**src/rtl/olc_pkg.sv**
```systemverilog
package olc_pkg;
    timeunit 1ns;
    timeprecision 1ps;

    typedef enum logic [1:0] {
        OVL_NONE    = 2'd0,
        OVL_HALF    = 2'd1,
        OVL_QUARTER = 2'd2,
        OVL_RSVD    = 2'd3
    } ovl_mode_e;

    typedef enum logic [1:0] {
        FPT_QUARTER = 2'd0,
        FPT_HALF    = 2'd1,
        FPT_END     = 2'd2,
        FPT_END_ALT = 2'd3
    } flag_pt_e;

    typedef enum logic {
        EN_LEVEL = 1'b0,
        EN_EDGE  = 1'b1
    } en_mode_e;

    // per-cycle load events shared by the sub-blocks
    typedef struct packed {
        logic start;
        logic accept;
        logic done;
    } ld_evt_t;

    function automatic int clamp_i(input int v, input int lo, input int hi);
        if (v < lo) return lo;
        if (v > hi) return hi;
        return v;
    endfunction

    // fresh samples required for the next block
    function automatic int fresh_of(input int n, input ovl_mode_e o,
                                    input logic primed, input logic full);
        if (!primed || full) return n;
        case (o)
            OVL_HALF:    return n >> 1;
            OVL_QUARTER: return n >> 2;
            default:     return n;
        endcase
    endfunction

    // sample count at which the load flag is released
    function automatic int thr_of(input int f, input flag_pt_e p);
        case (p)
            FPT_QUARTER: return f >> 2;
            FPT_HALF:    return f >> 1;
            default:     return f;
        endcase
    endfunction
endpackage

```
**src/rtl/olc_cfg_dec.sv**
```systemverilog
module olc_cfg_dec import olc_pkg::*; #(
    parameter int MAX_LOG2 = 10,
    parameter int MIN_LOG2 = 4,
    parameter int LW       = 4,
    parameter int CW       = 11,
    parameter int AW       = 10
) (
    input  logic [LW-1:0] cfg_log2n,
    input  logic [1:0]    cfg_ovl,
    input  logic [1:0]    cfg_flag_pt,
    input  logic          primed,
    output logic [CW-1:0] fresh,
    output logic [CW-1:0] thr,
    output logic [AW-1:0] amask
);
    timeunit 1ns;
    timeprecision 1ps;

    int          lg;
    logic        full;
    logic [CW-1:0] n_pts;

    always_comb begin
        lg    = clamp_i(int'(cfg_log2n), MIN_LOG2, MAX_LOG2);
        full  = (lg == MAX_LOG2);
        n_pts = CW'(1) << lg;
        amask = AW'(n_pts - CW'(1));
        fresh = CW'(fresh_of(int'(n_pts), ovl_mode_e'(cfg_ovl), primed, full));
        thr   = CW'(thr_of(int'(fresh), flag_pt_e'(cfg_flag_pt)));
    end
endmodule

```
**src/rtl/olc_arm.sv**
```systemverilog
module olc_arm import olc_pkg::*; #(
    parameter int CW = 11
) (
    input  logic          clk,
    input  logic          rst,
    input  logic          cfg_edge,
    input  logic          ld_en,
    input  logic          smp_stb,
    input  logic [CW-1:0] fresh,
    output ld_evt_t       evt,
    output logic [CW-1:0] cnt
);
    timeunit 1ns;
    timeprecision 1ps;

    logic          en_q;
    logic          busy;
    logic          rise;
    logic [CW-1:0] cnt_nx;

    always_comb begin
        rise       = ld_en & ~en_q;
        evt.start  = ~busy & ((en_mode_e'(cfg_edge) == EN_EDGE) ? rise : ld_en);
        evt.accept = smp_stb & (busy | evt.start) & (cfg_edge | ld_en);
        cnt_nx     = cnt + CW'(1);
        evt.done   = evt.accept & (cnt_nx == fresh);
    end

    always_ff @(posedge clk) begin
        if (rst) begin
            en_q <= 1'b0;
            busy <= 1'b0;
            cnt  <= '0;
        end else begin
            en_q <= ld_en;
            if (evt.done)       busy <= 1'b0;
            else if (evt.start) busy <= 1'b1;
            if (evt.done)        cnt <= '0;
            else if (evt.accept) cnt <= cnt_nx;
        end
    end

    AST_CNT_BELOW_FRESH: assert property (@(posedge clk) disable iff (rst)
        busy |-> (cnt < fresh));
    AST_IDLE_CNT_ZERO: assert property (@(posedge clk) disable iff (rst)
        !busy |-> (cnt == '0));
endmodule

```
**src/rtl/olc_wr.sv**
```systemverilog
module olc_wr #(
    parameter int DW = 16,
    parameter int AW = 10,
    parameter int CW = 11
) (
    input  logic          clk,
    input  logic          rst,
    input  logic          start,
    input  logic          accept,
    input  logic          done,
    input  logic [CW-1:0] cnt,
    input  logic [CW-1:0] fresh,
    input  logic [AW-1:0] amask,
    input  logic          cfg_cplx,
    input  logic [DW-1:0] smp_re,
    input  logic [DW-1:0] smp_im,
    output logic          wr_en,
    output logic [AW-1:0] wr_addr,
    output logic [DW-1:0] wr_re,
    output logic [DW-1:0] wr_im,
    output logic          blk_rdy,
    output logic [AW-1:0] rdy_base,
    output logic          primed
);
    timeunit 1ns;
    timeprecision 1ps;

    logic [AW-1:0] base;
    logic [AW-1:0] base_nx;

    // circular base moves past the samples that fall out of the window
    always_comb base_nx = AW'(CW'(base) + fresh) & amask;

    always_ff @(posedge clk) begin
        if (rst) begin
            wr_en    <= 1'b0;
            wr_addr  <= '0;
            wr_re    <= '0;
            wr_im    <= '0;
            blk_rdy  <= 1'b0;
            rdy_base <= '0;
            base     <= '0;
            primed   <= 1'b0;
        end else begin
            wr_en   <= accept;
            blk_rdy <= done;
            if (accept) begin
                wr_addr <= AW'(CW'(base) + cnt) & amask;
                wr_re   <= smp_re;
                wr_im   <= cfg_cplx ? smp_im : '0;
            end
            if (done) begin
                base     <= base_nx;
                rdy_base <= base_nx;
                primed   <= 1'b1;
            end
        end
    end

    AST_ADDR_IN_SPAN: assert property (@(posedge clk) disable iff (rst)
        wr_en |-> ((wr_addr & ~amask) == '0));
    AST_REAL_IM_ZERO: assert property (@(posedge clk) disable iff (rst)
        (wr_en && !cfg_cplx) |-> (wr_im == '0));
    AST_RDY_PULSE: assert property (@(posedge clk) disable iff (rst)
        blk_rdy |=> !blk_rdy);
    AST_RDY_WITH_WRITE: assert property (@(posedge clk) disable iff (rst)
        blk_rdy |-> wr_en);
    AST_START_NO_WRITE: assert property (@(posedge clk) disable iff (rst)
        (start && !accept) |=> !wr_en);
endmodule

```
**src/rtl/olc_flag.sv**
```systemverilog
module olc_flag #(
    parameter int CW = 11
) (
    input  logic          clk,
    input  logic          rst,
    input  logic          start,
    input  logic          accept,
    input  logic [CW-1:0] cnt,
    input  logic [CW-1:0] thr,
    output logic          ld_flag
);
    timeunit 1ns;
    timeprecision 1ps;

    logic hit;
    logic rch;

    always_comb hit = accept & ((cnt + CW'(1)) == thr);

    always_ff @(posedge clk) begin
        if (rst) begin
            rch     <= 1'b0;
            ld_flag <= 1'b0;
        end else begin
            rch <= hit;
            if (start)    ld_flag <= 1'b1;
            else if (rch) ld_flag <= 1'b0;
        end
    end

    AST_FLAG_ON_START: assert property (@(posedge clk) disable iff (rst)
        start |=> ld_flag);
    AST_FLAG_FALL: assert property (@(posedge clk) disable iff (rst)
        (rch && !start) |=> !ld_flag);
endmodule

```
**src/rtl/ovl_load_ctrl.sv**
```systemverilog
module ovl_load_ctrl import olc_pkg::*; #(
    parameter int DW       = 16,
    parameter int MAX_LOG2 = 10,
    parameter int MIN_LOG2 = 4,
    localparam int AW      = MAX_LOG2,
    localparam int CW      = MAX_LOG2 + 1,
    localparam int LW      = $clog2(MAX_LOG2 + 1)
) (
    input  logic          clk,
    input  logic          rst,
    input  logic [LW-1:0] cfg_log2n,
    input  logic [1:0]    cfg_ovl,
    input  logic [1:0]    cfg_flag_pt,
    input  logic          cfg_edge,
    input  logic          cfg_cplx,
    input  logic          ld_en,
    input  logic          smp_stb,
    input  logic [DW-1:0] smp_re,
    input  logic [DW-1:0] smp_im,
    output logic          wr_en,
    output logic [AW-1:0] wr_addr,
    output logic [DW-1:0] wr_re,
    output logic [DW-1:0] wr_im,
    output logic          blk_rdy,
    output logic [AW-1:0] rdy_base,
    output logic          ld_flag
);
    timeunit 1ns;
    timeprecision 1ps;

    ld_evt_t       evt;
    logic [CW-1:0] cnt;
    logic [CW-1:0] fresh;
    logic [CW-1:0] thr;
    logic [AW-1:0] amask;
    logic          primed;

    olc_cfg_dec #(
        .MAX_LOG2(MAX_LOG2), .MIN_LOG2(MIN_LOG2), .LW(LW), .CW(CW), .AW(AW)
    ) cfg_i (
        .cfg_log2n  (cfg_log2n),
        .cfg_ovl    (cfg_ovl),
        .cfg_flag_pt(cfg_flag_pt),
        .primed     (primed),
        .fresh      (fresh),
        .thr        (thr),
        .amask      (amask)
    );

    olc_arm #(.CW(CW)) arm_i (
        .clk     (clk),
        .rst     (rst),
        .cfg_edge(cfg_edge),
        .ld_en   (ld_en),
        .smp_stb (smp_stb),
        .fresh   (fresh),
        .evt     (evt),
        .cnt     (cnt)
    );

    olc_wr #(.DW(DW), .AW(AW), .CW(CW)) wr_i (
        .clk     (clk),
        .rst     (rst),
        .start   (evt.start),
        .accept  (evt.accept),
        .done    (evt.done),
        .cnt     (cnt),
        .fresh   (fresh),
        .amask   (amask),
        .cfg_cplx(cfg_cplx),
        .smp_re  (smp_re),
        .smp_im  (smp_im),
        .wr_en   (wr_en),
        .wr_addr (wr_addr),
        .wr_re   (wr_re),
        .wr_im   (wr_im),
        .blk_rdy (blk_rdy),
        .rdy_base(rdy_base),
        .primed  (primed)
    );

    olc_flag #(.CW(CW)) flag_i (
        .clk    (clk),
        .rst    (rst),
        .start  (evt.start),
        .accept (evt.accept),
        .cnt    (cnt),
        .thr    (thr),
        .ld_flag(ld_flag)
    );
endmodule

```
**config.mk**
```make
export PLATFORM = sky130hd
export DESIGN_NAME = ovl_load_ctrl
export DESIGN_NICKNAME = d
export VERILOG_FILES = /design/src/rtl/olc_pkg.sv /design/src/rtl/olc_cfg_dec.sv /design/src/rtl/olc_arm.sv /design/src/rtl/olc_wr.sv /design/src/rtl/olc_flag.sv /design/src/rtl/ovl_load_ctrl.sv
export SDC_FILE = /design/constraint.sdc
export NUM_CORES = 1
export LEC_CHECK = 0
export ABC_CLOCK_PERIOD_IN_PS = 4590
export BUFFER_PORTS_ARGS = -buffer_cell sky130_fd_sc_hd__buf_2
export CORE_ASPECT_RATIO = 1.25
export CORE_MARGIN = 3
export CORE_UTILIZATION = 40
export CTS_CLUSTER_SIZE = 16
export DETAILED_ROUTE_END_ITERATION = 12
export PLACE_DENSITY = 0.6
export SYNTH_ARGS = -nofsm -noshare
export SYNTH_HDL_FRONTEND = slang
export SYNTH_SLANG_ARGS = --single-unit
```
**constraint.sdc**
```tcl
create_clock -name clk -period 4.59 [get_ports clk]
set_input_delay 0.918 -clock clk [delete_from_list [all_inputs] [get_ports clk]]
set_output_delay 0.918 -clock clk [all_outputs]
set_load 0.01 [all_outputs]
```
[Word level (Yosys, flattened, before mapping)]
Cells that the tools add are included.
Word-level totals
  register bits: 70
  input port bits: 46
  output and inout bits: 55
  logic and storage cells: 58
Operators by class
  add/sub/neg operators: 4
  magnitude comparators: 2
  equal/unequal tests: 6
  shifts and indexed selects: 1
  mux-type cells: 16
  bitwise logic cells: 12
  reduce and logical (&&, ||, !) cells: 5
Operator list (count)
  $mux W32: 3
  $pmux W11 S2: 2
  $eq A32 B5 Y1 const B: 1
  $shl A1 B32 Y11 const A: 1
  $eq A11 B11 Y1: 2
  $mux W11: 2
  $add A10 B10 Y10: 2
  $and A10 B10 Y10: 2
  $mux W16: 1
  $add A11 B1 Y11 const B: 1
  $sub A10 B1 Y10 const B: 1
  $mux W1: 7
  $and A1 B1 Y1: 6
  $eq A2 B1 Y1 const B: 2
  $gt A4 B4 Y1 const B: 1
  $lt A4 B3 Y1 const B: 1
  $mux W3: 1
  $eq A2 B2 Y1 const B: 1
  $logic_not A2 Y1: 1
  $not A1 Y1: 2
  $or A1 B1 Y1: 2
  $reduce_bool A2 Y1: 1
  $reduce_or A2 Y1: 1
  $logic_not A1 Y1: 1
  $logic_or A1 B1 Y1: 1

[Depth between registers and ports, before layout]
Gate-level depths: netlist of run 1.
  word-level depth: 12
  gate-level depth with buffers: 15
  gate-level depth less buffers: 14

[By module]
Synthesis of run 1 repeated with hierarchy kept, for this count alone.
Second synthesis, totals
  cell total of the unflattened synthesis: 538
  area total of the unflattened synthesis: 4606.9 um^2
Modules (own cells, without submodules)
  olc_wr: instances 1, cells an instance 285, area an instance 2635.0 um^2
  olc_arm: instances 1, cells an instance 98, area an instance 894.6 um^2
  olc_cfg_dec: instances 1, cells an instance 105, area an instance 659.4 um^2
  olc_flag: instances 1, cells an instance 50, area an instance 417.9 um^2

[Worst setup path after synthesis of run 1]
Ideal clock, no wire load.
  path type: input-to-reg
  from: input cfg_ovl[0]
  to: register wr_i.base[9]
  data arrival time: 3241 ps
  setup slack: 1275 ps
  stages: 14
  path buffers: 1
  cells stage by stage: inv_1 > ha_1 > nor2b_1 > buf_2 > nor3_1 > a31oi_1 > inv_1 > ha_1 > o21a_1 > o31a_1 > o41ai_1 > o21ai_0 > o21a_1 > o22ai_1
Between the ends
  cells in the longest elaborated chain, start to end: 5
Ends and longest elaborated chain
  from (decl): RTL line ovl_load_ctrl.sv:12  | input logic [1:0] cfg_ovl,
  $eq A2 B2 Y1 or $eq A2 B1 Y1 (tied branches): RTL line olc_pkg.sv:41  | case (o)
  $pmux W11 S2 (*): RTL line olc_pkg.sv:41
  $mux W11 (*): RTL line olc_pkg.sv:41
  $add A10 B10 Y10 or $eq A11 B11 Y1 (tied branches): RTL line olc_wr.sv:32, olc_arm.sv:26
  $and A10 B10 Y10 or $and A1 B1 Y1 (tied branches): RTL line olc_wr.sv:32, olc_arm.sv:26
  to (signal assigned): RTL line olc_wr.sv:53  | base <= base_nx;
  to (decl): RTL line olc_wr.sv:28  | logic [AW-1:0] base;
Every way passes the cells marked *; elsewhere a longest branch is shown, timed or not.
A chain may end at the register's enable or synchronous reset.

[Final worst setup path of run 1]
Same ends and word-level chain as after synthesis.

==> reports/qor_table.md, run 1 <==
| Stage | Metric | Value |
|---|---|---|
| clock tree | Clk pin slew, worst setup/hold paths | 0.05 ns |
| logic synthesis | XOR/XNOR Fraction of Synth Area | 10.9% |
| logic synthesis | Synthesis Warnings | 0 |
| logic synthesis | Adder-cell area share of the yosys netlist | 7.53% |
| worst setup path | Delay of the slowest cell on the worst path | 0.49 ns |
| logic synthesis | Average instance area after synthesis | 7.78 um2 |
| worst setup path | Cell breakdown of the critical path | buf_2, inv_1, ha_1, nor2b_1, nor3_1, a31oi_1, inv_1, ha_1, o21a_1, o31a_1, o41ai_1, o21ai_0, o21a_1, o22ai_1 |
| detailed routing | Vias per Instance | 5.15 |
| worst setup path | Critical path's slowest cell | sky130_fd_sc_hd__nor2b_1 |
| logic synthesis | Share of synthesized area occupied by flip-flops and latches | 33.5% |
| clock tree | CTS Buffer Depth | 2 |
| pwr | Power density over the cells | 282 mW/mm2 |
| layout | Nets@finish | 695 |
| floorplan | Area of the core | 0.0102 mm2 |
| placement | HPWL after DPL | 8310 um |
| outcome | Status | finished, final reports clean |
| timing | Total negative setup slack | 0 ns |
| detailed routing | Detailed Routing Iterations Pass 1 | 4 |
| global routing | Number of antenna violations at the first check in global routing | 0 |
| global routing | Global route overflow | 0 |
| global routing | Total global-route track usage | 19.3% |
| logic synthesis | Post-synthesis instance area | 0.00419 mm2 |
| logic synthesis | Number of distinct library cells after synthesis | 55 |
| logic synthesis | Proportion of synthesized area in mux cells | 2.72% |
| pwr | Combinational power share | 11.8% |
| global routing | Global-route wire length before repair | 18600 um |
| layout | Area growth from synthesis to layout | 20.1% |
| layout | Number of diodes added for antenna fixing | 0 |
| timing | Skew final | 0.00587 ns |
| pwr | P_sw | 0.362 mW |
| pwr | Pleak | 2.12 nW |
| logic synthesis | Cell count after synthesis | 538 |
| flow run | Number of max-cap violations | 0 |
| global routing | Via count of the first global-routing pass | 3822 |
| hold path | Worst min-delay path class | register to register |
| logic synthesis | Synthesized-area fraction occupied by and/or/nand/nor cells | 27.3% |
| timing | Worst slew margin | 50.9% |
| floorplan | Die area | 0.0117 mm2 |
| pwr | Switch share | 25.5% |
| logic synthesis | Post-synthesis sequential element count | 70 |
| detailed routing | Count of unresolved DRC violations after routing | 0 |
| floorplan | Overall die width | 97.5 um |
| timing | Achievable clock frequency | 0.271 GHz |
| clock tree | Number of H-tree branching levels | 3 |
| floorplan | Initial cell density of the core | 41.2% |
| timing | Endpoints failing setup | 0 |
| pwr | Largest vdd supply drop | 0.000142 V |
| timing | Final period demand of the worst path | 3.69 ns |
| clock tree | Number of post-CTS setup repair buffers | 0 |
| layout | Top library cells by usage in the layout, fill and taps aside | 100 x sky130_fd_sc_hd__buf_2, 88 x sky130_fd_sc_hd__nand2_1, 70 x sky130_fd_sc_hd__dfxtp_1, 64 x sky130_fd_sc_hd__a21oi_1, 41 x sky130_fd_sc_hd__nor2_1 |
| clock tree | Total clock buffers created by CTS | 9 |
| layout | Layout cell share with drive strength beyond 1 | 20.5% |
| timing | Setup repair after global routing missed its margin | no |
| detailed routing | DRT iter0 DRCs | 174 |
| worst setup path | Critical path startpoint category | input pin |
| logic synthesis | Synth Flop Type | sky130_fd_sc_hd__dfxtp_1 |
| clock tree | PostCTS Resize Cnt | 0 |
| layout | Most frequent standard cell in the layout excluding fill and tap cells | sky130_fd_sc_hd__buf_2 |
| logic synthesis | Count of flip-flops with a built-in enable after synthesis | 0 |
| floorplan | Die span in y | 120 um |
| placement | Final weighted congestion in routability-driven placement | 0.889 |
| worst setup path | Crit end category | register |
| clock tree | Clock tree from TritonCTS | built |
| clock tree | Number of sinks handled by clock tree synthesis | 70 |
| floorplan | Number of top-level design ports | 101 |
| timing | Final Cycle Share | 80.5% |
| pwr | Total internal power | 1.06 mW |
| worst setup path | Category of the most critical setup path | input pin to register |
| logic synthesis | Compound-gate portion of the synthesized area | 13.8% |
| detailed routing | Wire length per cell after detailed routing | 14.7 um |
| detailed routing | Total vias in the final route | 3907 |
| worst setup path | Maximum fanout along the worst path | 9 |
| placement | Quantity of I/O buffers inserted on ports | 100 |
| floorplan | Row Count | 41 |
| logic synthesis | Largest family of logic cells by synthesized area | simple AND/OR/NAND/NOR gates |
| clock tree | CTS Hold Bufs | 0 |
| pwr | Portion of total power attributed to sequential cells | 44.9% |
| clock tree | Root buffer selected by CTS | sky130_fd_sc_hd__clkbuf_16 |
| timing | Transition at the pin with the smallest max-transition slack | 0.733 ns |
| worst setup path | Worst path required time | 4.84 ns |
| timing | Final number of max-transition violations | 0 |
| detailed routing | Final Routed Wirelength | 11100 um |
| timing | Final Hold Viols | 0 |
| detailed routing | Number of nets with antenna violations after detailed routing | 0 |
| pwr | Clock network fraction of total power | 43.3% |
| global routing | Pin count of the biggest net entering global routing | 60 |
| clock tree | Worst skew pair latency | 0.33 ns |
| logic synthesis | Async S/R FF share, synth | 0% |
| pwr | Post-layout total power | 1.42 mW |
| worst setup path | Arrival time at the worst endpoint | 3.95 ns |
[metal layers]
layer / wire, um / part of all wire, % / global-route usage (%) / up-vias
met5: 0 / 0 / 0 / -
li1: - / - / - / 2002
met2: 5020 / 45 / 31.5 / 127
met1: 5240 / 47 / 25.0 / 1764
met3: 652 / 5.9 / 4.10 / 14
met4: 229 / 2.1 / 7.27 / 0
[registers in the layout (all words and copies together), names as in the netlist]
signal          cells
wr_i.wr_im         16
wr_i.wr_re         16
arm_i.cnt          11
wr_i.base          10
wr_i.wr_addr       10
arm_i.busy          1
arm_i.en_q          1
flag_i.ld_flag      1
flag_i.rch          1
wr_i.blk_rdy        1
wr_i.primed         1
wr_i.wr_en          1
[cell usage after synthesis, drive strengths merged (4+ instances only)]
| master | count | area share (%) |
|---|---|---|
| mux2i | 8 | 1.9 |
| xnor2 | 26 | 5.4 |
| inv | 10 | 0.90 |
| nand3 | 37 | 4.4 |
| dfxtp | 70 | 33 |
| nor2b | 10 | 1.5 |
| nor3 | 13 | 1.6 |
| or3 | 4 | 0.60 |
| ha | 22 | 6.6 |
| clkbuf | 24 | 2.2 |
| nand2 | 88 | 7.9 |
| xor2 | 26 | 5.4 |
| nor4 | 4 | 0.96 |
| nand4 | 6 | 0.90 |
| a21oi | 65 | 8.0 |
| nor2 | 41 | 3.7 |
| nand2b | 13 | 1.9 |
| and2 | 4 | 0.60 |
| buf | 8 | 1.0 |
| o21ai | 18 | 2.2 |
[cell type report]
type,instances,area (um2)
Fill cell,1030,5130
Multi-Input combinational cell,429,2630
Sequential cell,70,1400
Timing Repair Buffer,105,538
Clock buffer,13,240
Tap cell,129,161
Inverter,10,37.5
Clock inverter,3,21.3
[worst max-delay path, delay by kind of cell]
| kind | cells | cell delay, ns |
|---|---|---|
| and+or+nand+nor | 2 | 0.59 |
| adders and majority gates | 2 | 0.64 |
| AOI/OAI and AO/OA | 7 | 1.58 |
| buffers and inverters | 3 | 0.23 |
[logic make-up after synthesis]
| logic type | Yosys count |
|---|---|
| and+or+nand+nor | 235 |
| AOI/OAI and AO/OA | 102 |
| DFF | 70 |
| xor gates and xnor gates | 52 |
| buffers and inverters | 42 |
| adders and majority gates | 24 |
| muxes | 11 |
| other | 2 |
[stage by stage]
step	area [um2]	util [%]	setup slack, ns	hold slack (ns)	std cells
after detailed placement	4770	46.9	0.566	0.444	743
after global placement	4770	46.9	0.706	0.436	743
after CTS	5030	49.5	0.896	0.451	759
after global routing	5030	49.5	0.558	0.468	759
final	5030	49.5	0.895	0.447	759
after floorplan	4200	-	1.27	0.454	541
[worst paths after layout]
check / startpoint / cells past startpoint / end / slack, ns
setup reg to reg: arm_i.cnt[0]$_SDFFE_PP0P_ / 10 / arm_i.cnt[9]$_SDFFE_PP0P_ / 1.48
hold / removal: wr_i.wr_addr[7]$_SDFFE_PP0P_ / 2 / wr_i.wr_addr[7]$_SDFFE_PP0P_ / 0.45
hold reg to reg: wr_i.wr_addr[7]$_SDFFE_PP0P_ / 2 / wr_i.wr_addr[7]$_SDFFE_PP0P_ / 0.45
setup / recovery: cfg_ovl[0] / 14 / wr_i.base[9]$_SDFFE_PP0P_ / 0.90
[power by group through the flow]
| stage | Sequential, mW | Clock (mW) | Combinational [mW] |
|---|---|---|---|
| detailed placement | 0.649 | 0 | 0.168 |
| global route | 0.638 | 0.653 | 0.189 |
| CTS | 0.636 | 0.636 | 0.169 |
| floorplan | 0.654 | 0 | 0.101 |
| finish | 0.636 | 0.613 | 0.168 |
| global placement | 0.649 | 0 | 0.166 |
Power figures use the tool's default switching activity.
==> run 2: changes to the inputs <==
--- a/config.mk
+++ b/config.mk
@@ -5,7 +5,7 @@
 export SDC_FILE = /design/constraint.sdc
 export NUM_CORES = 1
 export LEC_CHECK = 0
-export ABC_CLOCK_PERIOD_IN_PS = 4590
+export ABC_CLOCK_PERIOD_IN_PS = 3400
 export BUFFER_PORTS_ARGS = -buffer_cell sky130_fd_sc_hd__buf_2
 export CORE_ASPECT_RATIO = 1.25
 export CORE_MARGIN = 3
==> constraint.sdc (replaced) <==
create_clock -name clk -period 3.4 [get_ports clk]
set_input_delay 0.68 -clock clk [delete_from_list [all_inputs] [get_ports clk]]
set_output_delay 0.68 -clock clk [all_outputs]
set_load 0.01 [all_outputs]
==> run 2 against run 1 <==
Net effect: sequential cell count unchanged; global-route usage down 0.56 points; core utilization up 1.2 points; clock-buffer cell count down 3; largest power group unchanged; total power up 36%; die area unchanged.
==> reports/qor_table.md, run 2 (synthesis gave the netlist of run 1 again) <==
| Stage | Metric | Value | vs previous |
|---|---|---|---|
| worst setup path | Crit end category | register | unchanged |
| global routing | Total global-route track usage | 18.7% | was 19.3% |
| flow run | Number of max-cap violations | 0 | unchanged |
| timing | Worst slew margin | 52.6% | was 50.9% |
| layout | Utilization after layout | 50.7% | was 49.5% |
| clock tree | Clock tree from TritonCTS | built | unchanged |
| detailed routing | Routed wl met3 | 704 um | was 652 um |
| layout | Final-layout fill cell count | 1024 | was 1030 |
| detailed routing | DRT iter0 DRCs | 136 | was 174 |
| timing | Total negative setup slack | 0 ns | unchanged |
| detailed routing | Total vias in the final route | 3970 | was 3907 |
| detailed routing | Count of unresolved DRC violations after routing | 0 | unchanged |
| clock tree | Total clock buffers created by CTS | 9 | unchanged |
| layout | Most frequent standard cell in the layout excluding fill and tap cells | sky130_fd_sc_hd__buf_2 | unchanged |
| placement | HPWL after DPL | 8320 um | was 8310 um |
| floorplan | Initial cell density of the core | 41.2% | unchanged |
| detailed routing | Top sig layer | met4 | unchanged |
| placement | Quantity of I/O buffers inserted on ports | 100 | unchanged |
| detailed routing | Routed met2 length | 5230 um | was 5020 um |
| worst setup path | Dominant delay contributor by cell family on the critical path | simple AND/OR/NAND/NOR gates | was compound AO/OA/AOI/OAI gates |
| worst setup path | Category of the most critical setup path | input pin to register | unchanged |
| layout | Post-route standard cell area excluding fillers | 0.00515 mm2 | was 0.00503 mm2 |
| pwr | Largest vdd supply drop | 0.000201 V | was 0.000142 V |
| detailed routing | Detailed Routing Iterations Pass 1 | 4 | unchanged |
| layout | Area growth from synthesis to layout | 23.0% | was 20.1% |
| clock tree | Worst skew pair latency | 0.33 ns | about the same |
| clock tree | Number of sinks handled by clock tree synthesis | 70 | unchanged |
| layout | Layout cell share with drive strength beyond 1 | 22.3% | was 20.5% |
| global routing | Global-route wire length before repair | 18100 um | was 18600 um |
| pwr | Total internal power | 1.44 mW | was 1.06 mW |
| timing | Skew final | 0.00751 ns | was 0.00587 ns |
| global routing | Via count of the first global-routing pass | 3743 | was 3822 |
| layout | Number of diodes added for antenna fixing | 0 | unchanged |
| pwr | Combinational power share | 12.4% | was 11.8% |
| pwr | P_sw | 0.482 mW | was 0.362 mW |
| worst setup path | Maximum fanout along the worst path | 7 | was 9 |
| timing | Final Hold Viols | 0 | unchanged |
| layout | Top library cells by usage in the layout, fill and taps aside | 100 x sky130_fd_sc_hd__buf_2, 88 x sky130_fd_sc_hd__nand2_1, 70 x sky130_fd_sc_hd__dfxtp_1, 64 x sky130_fd_sc_hd__a21oi_1, 41 x sky130_fd_sc_hd__nor2_1 | unchanged |
| worst setup path | Critical path startpoint category | input pin | unchanged |
| pwr | Post-layout total power | 1.92 mW | was 1.42 mW |
| clock tree | Clk pin slew, worst setup/hold paths | 0.05 ns | about the same |
| clock tree | Number of post-CTS setup repair buffers | 0 | unchanged |
| clock tree | CTS Hold Bufs | 0 | unchanged |
| clock tree | PostCTS Resize Cnt | 0 | unchanged |
| layout | Reg area | 0.00140 mm2 | unchanged |
| detailed routing | Met1 routed wirelength after detailed routing | 4850 um | was 5240 um |
| floorplan | Area of the core | 0.0102 mm2 | unchanged |
| placement | Final weighted congestion in routability-driven placement | 0.924 | was 0.889 |
| global routing | Pin count of the biggest net entering global routing | 53 | was 60 |
| detailed routing | Vias per Instance | 5.16 | was 5.15 |
| pwr | Pleak | 2.19 nW | was 2.12 nW |
| global routing | Number of antenna violations at the first check in global routing | 0 | unchanged |
| floorplan | Row Count | 41 | unchanged |
| timing | Endpoints failing setup | 0 | unchanged |
| outcome | Status | finished, final reports clean | unchanged |
| clock tree | Number of H-tree branching levels | 3 | unchanged |
| detailed routing | Final Routed Wirelength | 10900 um | was 11100 um |
| pwr | Switch share | 25.1% | was 25.5% |
| timing | Setup repair after global routing missed its margin | no | unchanged |
| floorplan | Overall die width | 97.5 um | unchanged |
| pwr | Clock network fraction of total power | 43.1% | was 43.3% |
| timing | Final Cycle Share | 90.8% |  |
| placement | Cell area after placement | 0.00488 mm2 | was 0.00477 mm2 |
| floorplan | Die area | 0.0117 mm2 | unchanged |
| global routing | Global route overflow | 0 | unchanged |
| clock tree | Root buffer selected by CTS | sky130_fd_sc_hd__clkbuf_16 | unchanged |
| layout | Registers with the highest flip-flop counts | wr_i.wr_im (16), wr_i.wr_re (16), arm_i.cnt (11) | unchanged |
| worst setup path | Number of buffer and inverter stages on the critical path | 2 | was 3 |
| floorplan | Number of top-level design ports | 101 | unchanged |
| pwr | Power density over the cells | 374 mW/mm2 | was 282 mW/mm2 |
| worst setup path | Cell breakdown of the critical path | buf_2, inv_1, ha_1, nor2b_1, mux2i_1, a31o_1, ha_1, or3_1, o21ai_0, a21oi_1, xor2_1, nand4_1, a21oi_1 | was buf_2, inv_1, ha_1, nor2b_1, nor3_1, a31oi_1, inv_1, ha_1, o21a_1, o31a_1, o41ai_1, o21ai_0, o21a_1, o22ai_1 |
| worst setup path | Critical path's slowest cell | sky130_fd_sc_hd__nor2b_1 | unchanged |
| detailed routing | Wire length per cell after detailed routing | 14.2 um | was 14.7 um |
| worst setup path | Delay of the slowest cell on the worst path | 0.37 ns | was 0.49 ns |
| worst setup path | Worst path required time | 3.65 ns | was 4.84 ns |
| floorplan | Die span in y | 120 um | unchanged |
| timing | Transition at the pin with the smallest max-transition slack | 0.711 ns | was 0.733 ns |
| hold path | Worst min-delay path class | register to register | unchanged |
| timing | Final period demand of the worst path | 3.09 ns |  |
| worst setup path | Arrival time at the worst endpoint | 3.34 ns | was 3.95 ns |
| detailed routing | Number of nets with antenna violations after detailed routing | 0 | unchanged |
| timing | Final number of max-transition violations | 0 | unchanged |
| layout | Area occupied by multi-input gates | 0.00263 mm2 | unchanged |
| timing | Achievable clock frequency | 0.324 GHz |  |
| clock tree | CTS Buffer Depth | 2 | unchanged |
| pwr | Portion of total power attributed to sequential cells | 44.5% | was 44.9% |
| layout | Nets@finish | 707 | was 695 |
[run 2: worst paths after layout]
| path | startpoint | to | slack [ns] | depth (start not counted) |
|---|---|---|---|---|
| worst min-delay path | wr_i.wr_im[7]$_SDFFE_PP0P_ | wr_i.wr_im[7]$_SDFFE_PP0P_ | 0.45 | 2 |
| worst max register to register | wr_i.primed$_SDFFE_PP0P_ | wr_i.base[8]$_SDFFE_PP0P_ | 0.66 | 10 |
| worst min register to register | wr_i.wr_im[7]$_SDFFE_PP0P_ | wr_i.wr_im[7]$_SDFFE_PP0P_ | 0.45 | 2 |
| worst max-delay path | cfg_ovl[0] | wr_i.base[8]$_SDFFE_PP0P_ | 0.31 | 13 |
[run 2: worst reg2reg max path, delay by kind of cell (launching register included)]
family,cells,cell delay (ns)
flops,1,0.39
xor+xnor,1,0.14
fa+ha+maj,1,0.31
simple gates,3,0.89
compound gates,4,0.64
mux,1,0.30
[run 2: metal layers]
| layer | global-route usage, % | up-vias |
|---|---|---|
| met1 | 22.7 | 1800 |
| met2 | 32.4 | 130 |
| met5 | 0 | - |
| li1 | - | 2032 |
| met4 | 5.89 | 0 |
| met3 | 4.90 | 8 |
[run 2: stage by stage]
step	cells	setup slack, ns	hold WS, ns
after floorplan	541	0.323	0.454
after global placement	755	0.0675	0.436
after detailed placement	755	0.0307	0.443
after CTS	769	0.364	0.451
after global routing	769	0.102	0.464
final	769	0.311	0.449
[run 2: final cells by class]
type,instances,share of cell area [%]
clock buffer,10,4.64
timing repair buffer,117,12.7
sequential,70,27.2
clock inverter,4,0.486
tap,129,3.14
inverter,10,0.729
multi-input combinational,429,51.1
[run 2: power by group through the flow]
| stage | clock network [mW] | registers [mW] | logic (mW) |
|---|---|---|---|
| floorplan | 0 | 0.883 | 0.136 |
| finish | 0.829 | 0.855 | 0.238 |
| CTS | 0.860 | 0.855 | 0.240 |
| detailed placement | 0 | 0.873 | 0.239 |
| global route | 0.891 | 0.857 | 0.267 |
| global placement | 0 | 0.872 | 0.235 |
==> run 3: changes to the inputs <==
--- a/config.mk
+++ b/config.mk
@@ -12,6 +12,7 @@
 export CORE_UTILIZATION = 40
 export CTS_CLUSTER_SIZE = 16
 export DETAILED_ROUTE_END_ITERATION = 12
+export MAX_ROUTING_LAYER = met4
 export PLACE_DENSITY = 0.6
 export SYNTH_ARGS = -nofsm -noshare
 export SYNTH_HDL_FRONTEND = slang
==> run 3 against run 2 <==
Net effect: worst setup slack lost 0.012 ns; worst hold slack lost 0.0016 ns; first-iteration DRC count grew 5.9%; sequential cell count is the same; combinational power is essentially flat; critical endpoint unchanged.
==> reports/qor_table.md, run 3 (synthesis gave the netlist of run 1 again) <==
| Stage | Metric | Value | vs previous |
|---|---|---|---|
| timing | Transition at the pin with the smallest max-transition slack | 0.710 ns | was 0.711 ns |
| clock tree | PostCTS Resize Cnt | 0 | unchanged |
| detailed routing | Detailed Routing Iterations Pass 1 | 6 | was 4 |
| timing | Total negative setup slack | 0 ns | unchanged |
| detailed routing | Met1 routed wirelength after detailed routing | 4790 um | was 4850 um |
| floorplan | Area of the core | 0.0102 mm2 | unchanged |
| layout | Final-layout fill cell count | 1015 | was 1024 |
| layout | Number of diodes added for antenna fixing | 0 | unchanged |
| layout | Post-route standard cell area excluding fillers | 0.00518 mm2 | was 0.00515 mm2 |
| detailed routing | Wire length per cell after detailed routing | 14.1 um | was 14.2 um |
| clock tree | CTS Buffer Depth | 2 | unchanged |
| detailed routing | DRT iter0 DRCs | 144 | was 136 |
| worst setup path | Number of buffer and inverter stages on the critical path | 2 | unchanged |
| timing | Endpoints failing setup | 0 | unchanged |
| placement | Cell area after placement | 0.00491 mm2 | was 0.00488 mm2 |
| layout | Registers with the highest flip-flop counts | wr_i.wr_im (16), wr_i.wr_re (16), arm_i.cnt (11) | unchanged |
| detailed routing | Top sig layer | met4 | unchanged |
| timing | Skew final | 0.00438 ns | was 0.00751 ns |
| timing | Final period demand of the worst path | 3.10 ns | was 3.09 ns |
| clock tree | Number of sinks handled by clock tree synthesis | 70 | unchanged |
| layout | Utilization after layout | 51.0% | was 50.7% |
| timing | Final Cycle Share | 91.2% | was 90.8% |
| clock tree | Total clock buffers created by CTS | 9 | unchanged |
| layout | Area occupied by multi-input gates | 0.00263 mm2 | unchanged |
| layout | Area growth from synthesis to layout | 23.7% | was 23.0% |
| timing | Achievable clock frequency | 0.323 GHz | was 0.324 GHz |
| timing | Worst slew margin | 52.6% | about the same |
| timing | Final number of max-transition violations | 0 | unchanged |
| floorplan | Row Count | 41 | unchanged |
| worst setup path | Delay of the slowest cell on the worst path | 0.44 ns | was 0.37 ns |
| timing | Final Hold Viols | 0 | unchanged |
| worst setup path | Category of the most critical setup path | input pin to register | unchanged |
| placement | Quantity of I/O buffers inserted on ports | 100 | unchanged |
| floorplan | Initial cell density of the core | 41.2% | unchanged |
| global routing | Global route overflow | 0 | unchanged |
| detailed routing | Final Routed Wirelength | 10900 um | about the same |
| placement | HPWL after DPL | 8430 um | was 8320 um |
| floorplan | Die area | 0.0117 mm2 | unchanged |
| global routing | Global-route wire length before repair | 18400 um | was 18100 um |
| outcome | Status | finished, final reports clean | unchanged |
| layout | Layout cell share with drive strength beyond 1 | 22.8% | was 22.3% |
| global routing | Pin count of the biggest net entering global routing | 38 | was 53 |
| worst setup path | Critical path startpoint category | input pin | unchanged |
| worst setup path | Crit end category | register | unchanged |
| detailed routing | Routed wl met3 | 701 um | was 704 um |
| placement | Final weighted congestion in routability-driven placement | 0.875 | was 0.924 |
| layout | Most frequent standard cell in the layout excluding fill and tap cells | sky130_fd_sc_hd__buf_2 | unchanged |
| detailed routing | Total vias in the final route | 4019 | was 3970 |
| clock tree | Number of H-tree branching levels | 3 | unchanged |
| clock tree | Root buffer selected by CTS | sky130_fd_sc_hd__clkbuf_16 | unchanged |
| clock tree | Worst skew pair latency | 0.33 ns | about the same |
| worst setup path | Arrival time at the worst endpoint | 3.36 ns | was 3.34 ns |
| global routing | Total global-route track usage | 19.7% | was 18.7% |
| clock tree | CTS Hold Bufs | 0 | unchanged |
| global routing | Via count of the first global-routing pass | 3862 | was 3743 |
| clock tree | Clock tree from TritonCTS | built | unchanged |
| pwr | Power density over the cells | 373 mW/mm2 | was 374 mW/mm2 |
| worst setup path | Dominant delay contributor by cell family on the critical path | simple AND/OR/NAND/NOR gates | unchanged |
| detailed routing | Count of unresolved DRC violations after routing | 0 | unchanged |
| floorplan | Die span in y | 120 um | unchanged |
| pwr | Largest vdd supply drop | 0.000176 V | was 0.000201 V |
| worst setup path | Cell breakdown of the critical path | buf_2, inv_1, ha_1, nor2b_1, mux2i_1, a31o_1, ha_1, or3_1, o21ai_0, a21oi_1, xor2_1, nand4_1, a21oi_1 | unchanged |
| floorplan | Overall die width | 97.5 um | unchanged |
| detailed routing | Routed met2 length | 5120 um | was 5230 um |
| clock tree | Number of post-CTS setup repair buffers | 0 | unchanged |
| floorplan | Number of top-level design ports | 101 | unchanged |
| global routing | Number of antenna violations at the first check in global routing | 0 | unchanged |
| layout | Nets@finish | 711 | was 707 |
| hold path | Worst min-delay path class | register to register | unchanged |
| worst setup path | Maximum fanout along the worst path | 8 | was 7 |
| hold path | Hold_sp | wr_i.wr_im[3]$_SDFFE_PP0P_ | was wr_i.wr_im[7]$_SDFFE_PP0P_ |
| worst setup path | Critical path's slowest cell | sky130_fd_sc_hd__nor2b_1 | unchanged |
| pwr | Post-layout total power | 1.93 mW | was 1.92 mW |
| pwr | Pleak | 2.21 nW | was 2.19 nW |
| layout | Top library cells by usage in the layout, fill and taps aside | 100 x sky130_fd_sc_hd__buf_2, 88 x sky130_fd_sc_hd__nand2_1, 70 x sky130_fd_sc_hd__dfxtp_1, 64 x sky130_fd_sc_hd__a21oi_1, 41 x sky130_fd_sc_hd__nor2_1 | unchanged |
| layout | Reg area | 0.00140 mm2 | unchanged |
| worst setup path | Worst reg2reg startpoint | wr_i.primed$_SDFFE_PP0P_ | unchanged |
| detailed routing | Number of nets with antenna violations after detailed routing | 0 | unchanged |
| timing | Setup repair after global routing missed its margin | no | unchanged |
| flow run | Number of max-cap violations | 0 | unchanged |
| worst setup path | Setup crit start | cfg_ovl[0] | unchanged |
| worst setup path | Worst path required time | 3.65 ns | about the same |
| clock tree | Clk pin slew, worst setup/hold paths | 0.06 ns | was 0.05 ns |
| detailed routing | Vias per Instance | 5.20 | was 5.16 |
| timing | Worst hold slack | 0.447 ns | was 0.449 ns |
==> run 3: final cells by class <==
cell class,instances,area share [%]
multi-input combinational,429,50.8
sequential,70,27.1
timing repair buffer,121,13.2
clock buffer,10,4.62
tap,129,3.12
inverter,10,0.725
clock inverter,4,0.483
==> run 3: metrics by stage <==
| step | std cells | setup WS [ns] |
|---|---|---|
| after detailed placement | 759 | -0.00265 |
| final | 773 | 0.300 |
| after global routing | 773 | 0.0331 |
| after CTS | 773 | 0.339 |
| after global placement | 759 | 0.0501 |
| after floorplan | 541 | 0.323 |
==> run 3: worst reg2reg max path: stages (launching register included) <==
cell                      delay (ns)
sky130_fd_sc_hd__dfxtp_1        0.39
sky130_fd_sc_hd__nor2b_1        0.48
sky130_fd_sc_hd__mux2i_1        0.29
sky130_fd_sc_hd__a31o_1         0.30
sky130_fd_sc_hd__ha_1           0.31
sky130_fd_sc_hd__or3_1          0.37
sky130_fd_sc_hd__o21ai_0        0.08
sky130_fd_sc_hd__a21oi_1        0.07
sky130_fd_sc_hd__xor2_1         0.13
sky130_fd_sc_hd__nand4_1        0.10
sky130_fd_sc_hd__a21oi_1        0.15
==> run 3: power by group <==
part | switching, mW | internal [mW]
Clock | 0.335 | 0.502
Sequential | 0.0112 | 0.844
Combinational | 0.142 | 0.0989
==> run 3: per-layer routing <==
layer,track usage [%],up-vias
met1,23.3,1836
li1,-,2039
met2,32.8,125
met4,7.62,0
met3,4.15,19
met5,-,-
==> run 3: final timing paths <==
path         slack, ns                          to  depth (start not counted)
max               0.30   wr_i.base[8]$_SDFFE_PP0P_                         13
min               0.45  wr_i.wr_im[3]$_SDFFE_PP0P_                          2
max reg2reg       0.66   wr_i.base[8]$_SDFFE_PP0P_                         10
min reg2reg       0.45  wr_i.wr_im[3]$_SDFFE_PP0P_                          2
